File: src/rtl/sdclk_pkg.sv
package sdclk_pkg;
  localparam int unsigned SDCLK_DIV_W = 10;
endpackage

File: src/rtl/sdclk_div_core.sv
module sdclk_div_core #(
  parameter int unsigned DIV_W = sdclk_pkg::SDCLK_DIV_W
) (
  input  logic             clk_i,
  input  logic             rst_ni,
  input  logic [DIV_W-1:0] div_i,
  input  logic             edge_sel_i,
  input  logic             run_i,
  output logic             div_clk_o,
  output logic             byp_o,
  output logic             launch_o
);
  localparam logic [DIV_W-1:0] DIV_RST = '1;

  logic [DIV_W-1:0] cur_n_q, cnt_q;
  logic             div_clk_q, byp_q, neg_q;
  logic             term, period_end, new_zero, rise_launch, fall_launch;

  assign new_zero   = (div_i == '0);
  assign term       = byp_q | (cnt_q == cur_n_q - 1'b1);
  // period ends at the close of the low phase
  assign period_end = term & ~div_clk_q;

  always_ff @(posedge clk_i or negedge rst_ni) begin
    if (!rst_ni) begin
      cur_n_q   <= DIV_RST;
      cnt_q     <= '0;
      div_clk_q <= 1'b0;
      byp_q     <= 1'b0;
      neg_q     <= 1'b0;
    end else if (period_end) begin
      cur_n_q <= div_i;
      neg_q   <= edge_sel_i;
      byp_q   <= new_zero;
      if (new_zero || byp_q) begin
        div_clk_q <= 1'b0;
        cnt_q     <= '0;
      end else if (run_i) begin
        div_clk_q <= 1'b1;
        cnt_q     <= '0;
      end else begin
        // idle: park on terminal count so restart is immediate
        div_clk_q <= 1'b0;
        cnt_q     <= div_i - 1'b1;
      end
    end else if (term) begin
      div_clk_q <= 1'b0;
      cnt_q     <= '0;
    end else begin
      cnt_q <= cnt_q + 1'b1;
    end
  end

  assign rise_launch = period_end & ~byp_q & run_i & ~new_zero & ~edge_sel_i;
  assign fall_launch = term & div_clk_q & neg_q;

  assign div_clk_o = div_clk_q;
  assign byp_o     = byp_q;
  assign launch_o  = rise_launch | fall_launch | (byp_q & run_i);
endmodule

File: src/rtl/sdclk_out_gate.sv
module sdclk_out_gate (
  input  logic clk_i,
  input  logic rst_ni,
  input  logic byp_en_i,
  input  logic div_clk_i,
  output logic card_clk_o
);
  logic en_n_q;

  // enable changes only while the kernel clock is low
  always_ff @(negedge clk_i or negedge rst_ni) begin
    if (!rst_ni) en_n_q <= 1'b0;
    else         en_n_q <= byp_en_i;
  end

  assign card_clk_o = (clk_i & en_n_q) | div_clk_i;
endmodule

File: src/rtl/sdclk_gen.sv
module sdclk_gen #(
  parameter int unsigned DIV_W = sdclk_pkg::SDCLK_DIV_W
) (
  input  logic             clk_i,
  input  logic             rst_ni,
  input  logic [DIV_W-1:0] div_i,
  input  logic             edge_sel_i,
  input  logic             pwr_save_i,
  input  logic             bus_active_i,
  output logic             card_clk_o,
  output logic             launch_o
);
  logic run, div_clk, byp;

  assign run = ~pwr_save_i | bus_active_i;

  sdclk_div_core #(.DIV_W(DIV_W)) u_core (
    .clk_i      (clk_i),
    .rst_ni     (rst_ni),
    .div_i      (div_i),
    .edge_sel_i (edge_sel_i),
    .run_i      (run),
    .div_clk_o  (div_clk),
    .byp_o      (byp),
    .launch_o   (launch_o)
  );

  sdclk_out_gate u_gate (
    .clk_i      (clk_i),
    .rst_ni     (rst_ni),
    .byp_en_i   (byp & run),
    .div_clk_i  (div_clk),
    .card_clk_o (card_clk_o)
  );
endmodule

File: config.mk
export PLATFORM = sky130hd
export DESIGN_NAME = sdclk_gen
export DESIGN_NICKNAME = d
export VERILOG_FILES = /design/src/rtl/sdclk_pkg.sv /design/src/rtl/sdclk_div_core.sv /design/src/rtl/sdclk_out_gate.sv /design/src/rtl/sdclk_gen.sv
export SDC_FILE = /design/constraint.sdc
export NUM_CORES = 1
export LEC_CHECK = 0
export ABC_AREA = 1
export BUFFER_PORTS_ARGS = -buffer_cell sky130_fd_sc_hd__buf_2
export CAP_MARGIN = 20
export CELL_PAD_IN_SITES_DETAIL_PLACEMENT = 0
export CELL_PAD_IN_SITES_GLOBAL_PLACEMENT = 1
export CORE_MARGIN = 2
export CORE_UTILIZATION = 45
export DETAILED_ROUTE_END_ITERATION = 8
export GPL_TIMING_DRIVEN = 0
export HOLD_SLACK_MARGIN = 0.02
export PLACE_DENSITY_LB_ADDON = 0.25
export SLEW_MARGIN = 10
export SYNTH_ARGS = -nofsm -noshare
export SYNTH_HDL_FRONTEND = slang
export SYNTH_SLANG_ARGS = --single-unit
File: constraint.sdc
create_clock -name clk_i -period 6.8 [get_ports clk_i]
set_clock_uncertainty 0.1 [all_clocks]
set_input_delay 1.36 -clock clk_i [delete_from_list [all_inputs] [get_ports clk_i]]
set_output_delay 1.36 -clock clk_i [all_outputs]
set_load 0.02 [all_outputs]
==> Word level (Yosys, flattened, before mapping) <==
Index checks and enable logic that the tools add are counted.
{ "op_classes": {"addsub": 3, "n_eq_ne": 1, "muxes": 8, "bitwise_logic": 19, "reduce_logical": 3} }
{ "op_table": {"columns": ["cell", "count"], "rows": [
  ["$mux 10", 4],
  ["$sub 10x1->10 const B", 2],
  ["$add 10x1->10 const B", 1],
  ["$eq 10x10->1", 1],
  ["$logic_not 10->1", 1],
  ["$and 1x1->1", 9],
  ["$not 1->1", 5],
  ["$or 1x1->1", 5],
  ["$mux 1", 4],
  ["$reduce_bool 2->1", 1],
  ["$logic_or 1x1->1", 1]
]} }
{ "word_totals": {"register_bits": 24, "output_inout_bits": 2, "elab_cells": 40} }

==> Depth between registers and ports, before layout <==
{ "logic_depth": {"word_depth": 10, "depth_mapped": 16} }

==> Cells and area by module <==
A second synthesis with hierarchy kept.
{ "unflattened": {"hier_cells": 273, "hier_area_um2": 1819.2} }
{ "modules_own_cells": {"columns": ["mod", "n_inst", "cells_each", "area_per_inst_um2"], "rows": [
  ["sdclk_div_core", 1, 265, 1762.9],
  ["sdclk_out_gate", 1, 4, 36.3],
  ["sdclk_gen", 1, 4, 20.0]
]} }

==> impl_metrics.toml <==
[clock_network]
cts_setup_buffers = 0
cts_tree = "done"
clkTransAtPathRegs_ns = 0.08
post_cts_resized = 0
hold_buffers = 0
clk_latency_ns = 0.37

[synth]
syn_nets = 287
synthFlopType = "dfrtp_1"
synth_cell_types = 25
netlist_instances = 269
yosysSeqAreaShare_pct = 34.29
ys_async_sr_fraction_pct = 100.0
ys_ff_latch = 24
synth_edf_count = 0
ys_warn_count = 0
synth_area_per_cell_um2 = 6.647
syn-cell-area_mm2 = 0.001788

[place]
routabilityCongestion = 0.8437
dp_hpwl_mm = 3.391
port_buffers = 16
place_ws_ns = 1.335
dp_cells = 333

[setup_path]
critPathMaxFanout = 1
start_kind = "flop"
worstPathRequired_ns = 5.34
crit_type = "reg -> out"
worstPathArrival_ns = 4.43
cp-end-kind = "output port"

[finish]
nNetsFinal = 311
drive_gt1_share_pct = 15.75
final_core_util_pct = 54.08
n_antenna_cell = 0
area_delta_synth_final_pct = 13.23
instances_no_fill = 340

[global_routing]
grt_use_total_pct = 21.66
grt-ovfl-total = 0
grt_max_degree = 25
antenna_found_initial = 0
grt_first_pass_wirelength_mm = 7.058
grt_pass1_vias = 1536

[drt]
vias_per_cell = 4.859
routedWlPerCell_um = 12.24
drtIter0Drc = 39
drc_errors = 0
final_antenna_net_count = 0
drt-total-wl_mm = 4.160
vias = 1652
dr.pass1.iters = 4

[sta]
setup_ws_ns = 0.9106
setup_viol = 0
hold_viol_final = 0
slew_violations = 0
slew_headroom_pct = 65.00
timing.setup.tns_ns = 0
tightest_slew_ns = 0.5249
rsz0062_at_grt = "no"

[pwr]
finalPower_w = 0.0007828
p_leak_nw = 1.070
irDropWorstVdd_mv = 0.2071
power_density_mw_per_mm2 = 386.7

[status]
outcome = "finished clean"

[floorplan]
die_w_um = 67.04
core_area_mm2 = 0.003744
fp-row-count = 22
initial_core_util_pct = 47.76
ios = 17
die_area_mm2 = 0.004494
die-height_um = 67.04

[run]
maxCapViolations = 0

[min_path]
hold_path_class = "reg -> reg"
[routing by layer]
metal	global-route usage, %	vias to the layer above	routed length, um
li1	-	893	-
met1	28.10	728	2046
met2	35.40	23	1939
met3	2.365	8	79
met4	10.97	0	93
met5	0	-	0
[flip-flops by register name, summed over array words and instances (netlist names)]
signal and count:
u_core.div_clk_o 1, u_gate.en_n_q 1, u_core.cur_n_q 10, u_core.neg_q 1, u_core.cnt_q 10, u_core.byp_o 1
[report_power, final]
| group | internal, W | switching, W |
|---|---|---|
| sequential | 0.000224 | 0.0000618 |
| combinational | 0.000133 | 0.000217 |
| clock | 0.0000913 | 0.0000563 |
[final cells by class]
cell class | instances | area, um2
Fill cell | 388 | 1719
Timing Repair Buffer | 15 | 75.07
Buffer | 5 | 38.79
Tap cell | 48 | 60.06
Multi-Input combinational cell | 202 | 993.5
Clock buffer | 8 | 101.3
Inverter | 38 | 142.6
Sequential cell | 24 | 613.1
[kinds of logic (layout without fill, tap and decap cells)]
| group | after synthesis | in the layout | synth area share, % |
|---|---|---|---|
| compound gates | 18 | 18 | 5.248 |
| xor+xnor | 14 | 14 | 7.628 |
| fa+ha+maj | 3 | 3 | 2.100 |
| buf+inv | 43 | 66 | 10.15 |
| flops | 24 | 24 | 34.29 |
| simple gates | 167 | 167 | 40.59 |
[cells in the mapped netlist (all sizes together), types with 3 or more instances]
cell	n	area [um2]
nand2	93	364.1
inv	38	142.6
nor2	32	125.1
nand3	23	125.1
o21ai	16	83.83
dfrtp	13	325.3
dfstp	10	262.8
nand4	9	56.30
xor2	9	78.83
nor3	7	35.03
buf	5	38.78
xnor2	4	35.03
ha	3	37.54
[placed cells by master (no fill, tap or decap), drive strengths merged, types with 2 or more instances in the layout]
cell,Yosys,layout
a21oi,2,2
buf,5,21
clkbuf,0,7
dfrtp,13,13
dfstp,10,10
ha,3,3
inv,38,38
nand2,93,93
nand3,23,23
nand4,9,9
nor2,32,32
nor3,7,7
o21ai,16,16
or2,2,2
xnor2,4,4
xor2,9,9
[worst max-delay path: stages (launching register included)]
cell and delay [ns]:
dfrtn_1 0.39, nand2_1 0.04, nand2_1 0.04, buf_2 0.16
[stage by stage]
step	cell area (um2)	hold WS, ns
global placement	1928	0.3569
CTS	2024	0.3733
floorplan	1788	0.3419
global route	2024	0.3890
finish	2024	0.3696
detailed placement	1928	0.3609
[worst paths after layout]
path,end,cells past startpoint,start,slack [ns]
worst max-delay path,card_clk_o,3,u_gate.en_n_q,0.91
worst min-delay path,u_core.cur_n_q[9],2,u_core.cur_n_q[9],0.37
worst max register to register,u_gate.en_n_q,2,u_core.byp_o,2.40
worst min register to register,u_core.cur_n_q[9],2,u_core.cur_n_q[9],0.37
max in group asynchronous,u_gate.en_n_q,1,rst_ni,2.11
min in group asynchronous,u_core.neg_q,1,rst_ni,0.85
Power figures use the tool's default switching activity.
